[src/rtl/ara_pkg.sv]
package ara_pkg;
  localparam int ADDR_W = 7;
  localparam int BYTE_W = ADDR_W + 1;
  localparam logic [ADDR_W-1:0] ARA_ADDR = 7'b0001100;

  typedef enum logic {S_IDLE, S_SEND} resp_state_t;

  // Response data byte: own address in the top bits, zero in bit 0.
  function automatic logic [BYTE_W-1:0] resp_byte(input logic [ADDR_W-1:0] own);
    return {own, 1'b0};
  endfunction

  // Read form of the alert response address.
  function automatic logic ara_match(input logic [BYTE_W-1:0] ab);
    return (ab[BYTE_W-1:1] == ARA_ADDR) && ab[0];
  endfunction

  // Open-drain arbitration: released line (1) read back as 0.
  function automatic logic arb_lost(input logic sent, input logic line);
    return sent && !line;
  endfunction
endpackage

[src/rtl/fault_latch_cell.sv]
module fault_latch_cell #(
  parameter bit HOLD_OFF_AFTER_WIN = 1'b0
) (
  input  logic clk,
  input  logic rst_n,
  input  logic cond,
  input  logic clear,
  input  logic win,
  output logic latched
);
  logic hold_off;
  logic set_ok;

  generate
    if (HOLD_OFF_AFTER_WIN) begin : g_hold
      always_ff @(posedge clk) begin
        if (!rst_n)     hold_off <= 1'b0;
        else if (win)   hold_off <= cond;
        else if (clear) hold_off <= 1'b0;
        else if (!cond) hold_off <= 1'b0;
      end
    end else begin : g_nohold
      assign hold_off = 1'b0;
    end
  endgenerate

  assign set_ok = cond && !hold_off;

  always_ff @(posedge clk) begin
    if (!rst_n)     latched <= 1'b0;
    else if (win)   latched <= 1'b0;
    else if (clear) latched <= cond;
    else            latched <= latched | set_ok;
  end


  latch_hold_chk: assert property (@(posedge clk) disable iff (!rst_n)
    latched && !clear && !win |=> latched);

  clear_drop_chk: assert property (@(posedge clk) disable iff (!rst_n)
    clear && !win && !cond |=> !latched);

  hold_off_chk: assert property (@(posedge clk) disable iff (!rst_n)
    hold_off && cond && !clear && !win && !latched |=> !latched);
endmodule

[src/rtl/alert_agg.sv]
module alert_agg #(
  parameter int NCAT = 4
) (
  input  logic [NCAT-1:0] latched,
  input  logic [NCAT-1:0] mask,
  output logic            alert
);
  logic [NCAT-1:0] live;
  assign live  = latched & ~mask;
  assign alert = |live;
endmodule

[src/rtl/ara_responder.sv]
module ara_responder
  import ara_pkg::*;
(
  input  logic              clk,
  input  logic              rst_n,
  input  logic [ADDR_W-1:0] own_addr,
  input  logic              alert_active,
  input  logic              addr_valid,
  input  logic [BYTE_W-1:0] addr_byte,
  input  logic              bit_sample,
  input  logic              sda_in,
  input  logic              stop,
  output logic              addr_ack,
  output logic              sda_pull,
  output logic              win,
  output logic              lost
);
  localparam int CNT_W = $clog2(BYTE_W);
  localparam logic [CNT_W-1:0] LAST_BIT = CNT_W'(BYTE_W - 1);

  resp_state_t       state;
  logic [BYTE_W-1:0] shreg;
  logic [CNT_W-1:0]  cnt;
  logic              ara_hit;
  logic              tx_bit;
  logic              sending;

  assign ara_hit  = addr_valid && ara_match(addr_byte);
  assign addr_ack = ara_hit && alert_active;
  assign sending  = (state == S_SEND);
  assign tx_bit   = shreg[BYTE_W-1];
  assign sda_pull = sending && !tx_bit;
  assign lost     = sending && bit_sample && !stop && arb_lost(tx_bit, sda_in);
  assign win      = sending && bit_sample && !stop && !lost && (cnt == LAST_BIT);

  always_ff @(posedge clk) begin
    if (!rst_n) begin
      state <= S_IDLE;
      shreg <= '0;
      cnt   <= '0;
    end else if (stop) begin
      state <= S_IDLE;
    end else begin
      case (state)
        S_IDLE: if (addr_ack) begin
          state <= S_SEND;
          shreg <= resp_byte(own_addr);
          cnt   <= '0;
        end
        S_SEND: if (bit_sample) begin
          if (lost || win) state <= S_IDLE;
          shreg <= {shreg[BYTE_W-2:0], 1'b0};
          cnt   <= cnt + 1'b1;
        end
        default: state <= S_IDLE;
      endcase
    end
  end


  lost_release_chk: assert property (@(posedge clk) disable iff (!rst_n)
    lost |=> !sda_pull);

  ack_alert_chk: assert property (@(posedge clk) disable iff (!rst_n)
    addr_ack |-> alert_active);

  stop_release_chk: assert property (@(posedge clk) disable iff (!rst_n)
    stop |=> !sda_pull);
endmodule

[src/rtl/alert_resp_ctrl.sv]
module alert_resp_ctrl
  import ara_pkg::*;
#(
  parameter int NCAT     = 4,
  parameter int COMM_IDX = 3
) (
  input  logic              clk,
  input  logic              rst_n,
  input  logic [NCAT-1:0]   fault_cond,
  input  logic [NCAT-1:0]   fault_mask,
  input  logic              clear,
  input  logic [ADDR_W-1:0] own_addr,
  input  logic              addr_valid,
  input  logic [BYTE_W-1:0] addr_byte,
  output logic              addr_ack,
  input  logic              bit_sample,
  input  logic              sda_in,
  input  logic              stop,
  output logic              sda_pull,
  output logic              alert_pull
);
  logic [NCAT-1:0] latched;
  logic            win;
  logic            lost;

  for (genvar c = 0; c < NCAT; c++) begin : g_cat
    fault_latch_cell #(.HOLD_OFF_AFTER_WIN(c == COMM_IDX)) u_cell (
      .clk(clk), .rst_n(rst_n), .cond(fault_cond[c]), .clear(clear),
      .win(win), .latched(latched[c]));
  end

  alert_agg #(.NCAT(NCAT)) u_agg (
    .latched(latched), .mask(fault_mask), .alert(alert_pull));

  ara_responder u_resp (
    .clk(clk), .rst_n(rst_n), .own_addr(own_addr), .alert_active(alert_pull),
    .addr_valid(addr_valid), .addr_byte(addr_byte), .bit_sample(bit_sample),
    .sda_in(sda_in), .stop(stop), .addr_ack(addr_ack), .sda_pull(sda_pull),
    .win(win), .lost(lost));


  win_release_chk: assert property (@(posedge clk) disable iff (!rst_n)
    win |=> !alert_pull);

  lost_keep_chk: assert property (@(posedge clk) disable iff (!rst_n)
    lost && !clear |=> alert_pull);
endmodule

[config.mk]
export PLATFORM = sky130hd
export DESIGN_NAME = alert_resp_ctrl
export DESIGN_NICKNAME = d
export VERILOG_FILES = /design/src/rtl/ara_pkg.sv /design/src/rtl/fault_latch_cell.sv /design/src/rtl/alert_agg.sv /design/src/rtl/ara_responder.sv /design/src/rtl/alert_resp_ctrl.sv
export SDC_FILE = /design/constraint.sdc
export NUM_CORES = 1
export LEC_CHECK = 0
export ABC_AREA = 1
export BUFFER_PORTS_ARGS = -buffer_cell sky130_fd_sc_hd__buf_2
export CELL_PAD_IN_SITES_DETAIL_PLACEMENT = 1
export CELL_PAD_IN_SITES_GLOBAL_PLACEMENT = 2
export CORE_UTILIZATION = 24
export DETAILED_ROUTE_END_ITERATION = 8
export PLACE_DENSITY_LB_ADDON = 0.1
export SETUP_SLACK_MARGIN = 0.3
export SLEW_MARGIN = 20
export SYNTH_ARGS = -nofsm -noshare
export SYNTH_HDL_FRONTEND = slang
export SYNTH_SLANG_ARGS = --single-unit
[constraint.sdc]
create_clock -name clk -period 1.5 [get_ports clk]
set_input_delay 0.45 -clock clk [delete_from_list [all_inputs] [get_ports clk]]
set_output_delay 0.45 -clock clk [all_outputs]
set_load 0.02 [all_outputs]
==> impl_metrics.tcl <==
set metrics [dict create \
    layout-drive-gt1-share 0.487 \
    slew_violations 0 \
    via_count 1062 \
    die_h_um 64.4 \
    fin_util 0.435 \
    netlist_area_um2 933 \
    grtUsageMet1 0.169 \
    grt_pass1_vias 1017 \
    cts.sinks 16 \
    violations "setup timing" \
    cp.arrival_ns 1.12 \
    clockBufferDepth 2 \
    p_per_area_nw_per_um2 616 \
    maxCapViolations 0 \
    start_util 0.253 \
    wire_per_inst_um 12.0 \
    num_rows 22 \
    slowest_delay_ns 0.15 \
    clk_pin_slew_worst_paths_ns 0.07 \
    wl_um 2970 \
    syn-num-nets 180 \
    tritoncts "done" \
    seq_power_share 0.439 \
    clk_latency_ns 0.25 \
    worst_r2r_startpoint "g_cat[3].u_cell.latched" \
    internal_power_uw 746 \
    synthAdderAreaFrac 0.0268 \
    busiest_layer "met2" \
    cp_slowest_cell "and2_4" \
    clock-root-buffer "clkbuf_8" \
    cp-startpoint "addr_byte[1]" \
    grt_start_max_net_pins 14 \
    grt_pass1_wl_um 4590 \
    critPathCaptureType "output pin" \
    hold_violations 0 \
    die_area_um2 4140 \
    numCtsBuffers 3 \
    synth_area_leaders "dfxtp_1 34%, nand2_1 14%, nor2_1 13%" \
    avgViaCountPerCell 4.30 \
    setup_viol 1 \
    hpwl_um 1890 \
    diodes 0 \
    min_period_ns 1.57 \
    synth_xor_area_frac 0 \
    drcViolationCount 0 \
    hold_path_class "in2reg" \
    io_pins 33 \
    path_common_cell "buf_6" \
    track_usage 0.144 \
    hp-start "fault_cond[2]" \
    rsz0062_at_grt "yes" \
    ir_drop_uv 279 \
    core_um2 3690 \
    ctsHoldBuffers 0 \
    yosys_warnings 0 \
    synth_compound_area_frac 0.0724 \
    max_freq_mhz 637 \
    antenna_left 0 \
    relSlewSlack 0.713 \
    fin_crit_sh 1.05 \
    crit_fanout 2 \
    met2_usage 0.266 \
    io_buffer_count 32 \
    skew_ns 0.00191 \
    synthCells 148 \
    fin_nets 232 \
    drt_first_pass_iters 4 \
    final.setup.worst_slack_ns -0.0704 \
    yosysTopAreaCell "dfxtp_1" \
    drt_iter0_markers 12 \
    place_congestion 0.636 \
    outcome "complete, but fails checks" \
    start_kind "input port" \
    synth_top_area_share 0.343 \
    ys_seq_elements 16 \
    cp_top_family "simple AND/OR/NAND/NOR gates" \
    p_clk_frac 0.394 \
    power_switching_uw 244 \
    switching_share 0.246 \
    path_class "in2out" \
    crit_buf_inv 2 \
    pwr-share-comb 0.167 \
    overflow 0 \
    antenna_found_initial 0 \
    met3_usage 0.0232 \
    synth_cell_types 17 \
    nFillCells 462 \
    dieWidth_um 64.4 \
    synth_top_family_by_area "simple AND/OR/NAND/NOR gates" \
    avgSynthCellArea_um2 6.31 \
    worstMarginPinSlew_ns 0.430 \
    syn2layout_area_growth_pct 72.0 \
    p_leak_nw 0.779 \
    instances_no_fill 247 \
    yosys.area_share.simple 0.417 \
    synth_seq_area_share 0.343 \
    htreeDepth 1 \
    dpl.cell_count 231 \
    synthMuxAreaShare 0 \
    cp_cell_sequence "buf_6, nor2_4, nand3_2, nor2_2, and2_4, buf_6" \
    crit_required_ns 1.05 \
]
-- registers in the layout (all words and copies together) (netlist names) --
register,flops
u_resp.shreg,7
g_cat.u_cell.latched,4
u_resp.cnt,3
g_cat.u_cell.hold_off,1
u_resp.sending,1
-- cell usage in the layout (no fill, tap or decap) --
master,count
nand2_2,4
o21ai_0,7
dfxtp_4,1
a22oi_1,1
nand3_4,1
inv_8,2
inv_4,1
inv_1,19
nor2_4,13
nand2_8,4
nand2_1,29
buf_2,23
nor2_2,6
nor2_1,17
nand3_1,10
a21oi_1,4
nand3_2,1
nand3b_1,1
nand2_4,1
dfxtp_2,3
nand4_4,1
buf_6,14
clkbuf_8,4
buf_4,12
dfxtp_1,12
ha_1,2
and2_4,1
inv_2,4
a21oi_2,1
-- cell usage after synthesis, drive strengths merged --
master	count
nand3b	1
a22oi	1
and2	1
buf	3
ha	2
nand2	37
nand3	12
nor2	36
inv	26
nand4	1
a21oi	5
o21ai	7
dfxtp	16
-- cells by family after synthesis --
kind of cell    count (synthesis)
simple gates                   88
buf+inv                        29
flops                          16
compound gates                 13
fa+ha+maj                       2
-- worst paths after layout --
path | end | slack [ns] | cells after the start
worst max-delay path | addr_ack | -0.07 | 6
worst max register to register | u_resp.cnt[2] | 0.16 | 10
worst min register to register | g_cat[3].u_cell.hold_off | 0.47 | 2
worst min-delay path | g_cat[2].u_cell.latched | 0.42 | 3
-- per-layer routing --
metal / up-vias / part of all wire
met5: - / 0
met4: 0 / 0.0057
met3: 2 / 0.035
met2: 21 / 0.53
met1: 487 / 0.43
li1: 552 / -
-- final cells by class --
cell class              instances  area (um2)  area share
well taps                      48        60.1      0.0374
repair buffers                 49         363       0.226
flip-flops and latches         16         328       0.204
multi-input cells             104         684       0.426
inverters                      26         115      0.0717
clock buffers                   4        55.1      0.0343
-- worst reg2reg max path, stage by stage, from the launching register on --
cell and delay, ns:
dfxtp_2 0.33, nand2_1 0.05, nand2_1 0.08, inv_2 0.04, nand2_4 0.07, buf_4 0.13, buf_4 0.11, nand4_4 0.18
nand3_1 0.13, nand2_1 0.07, nor2_2 0.10
-- power groups by stage --
stage / registers [mW] / clock network, mW / logic [mW]
floorplan: 0.445 / 0 / 0.0578
global route: 0.435 / 0.431 / 0.181
detailed placement: 0.446 / 0 / 0.118
finish: 0.435 / 0.390 / 0.165
global placement: 0.445 / 0 / 0.115
CTS: 0.435 / 0.407 / 0.133
-- timing repair --
item / CTS / global route
setup buffers: 4 / 7
setup endpoints to repair: 14 / 18
pin swaps: 4 / 13
cloned: 1 / 0
resized for setup: 29 / 37
-- metrics by stage --
step                setup TNS [ns]  setup slack (ns)  hold WS [ns]  power (mW)  area (um2)
floorplan                        0             0.148         0.446       0.502         975
CTS                        -0.0385           -0.0385         0.419       0.975        1390
finish                     -0.0704           -0.0704         0.419       0.990        1610
global placement            -0.827            -0.120         0.457       0.560        1210
detailed placement           -1.25            -0.144         0.464       0.564        1210
global route                -0.222            -0.108         0.423        1.05        1610
Power figures use the tool's default switching activity.
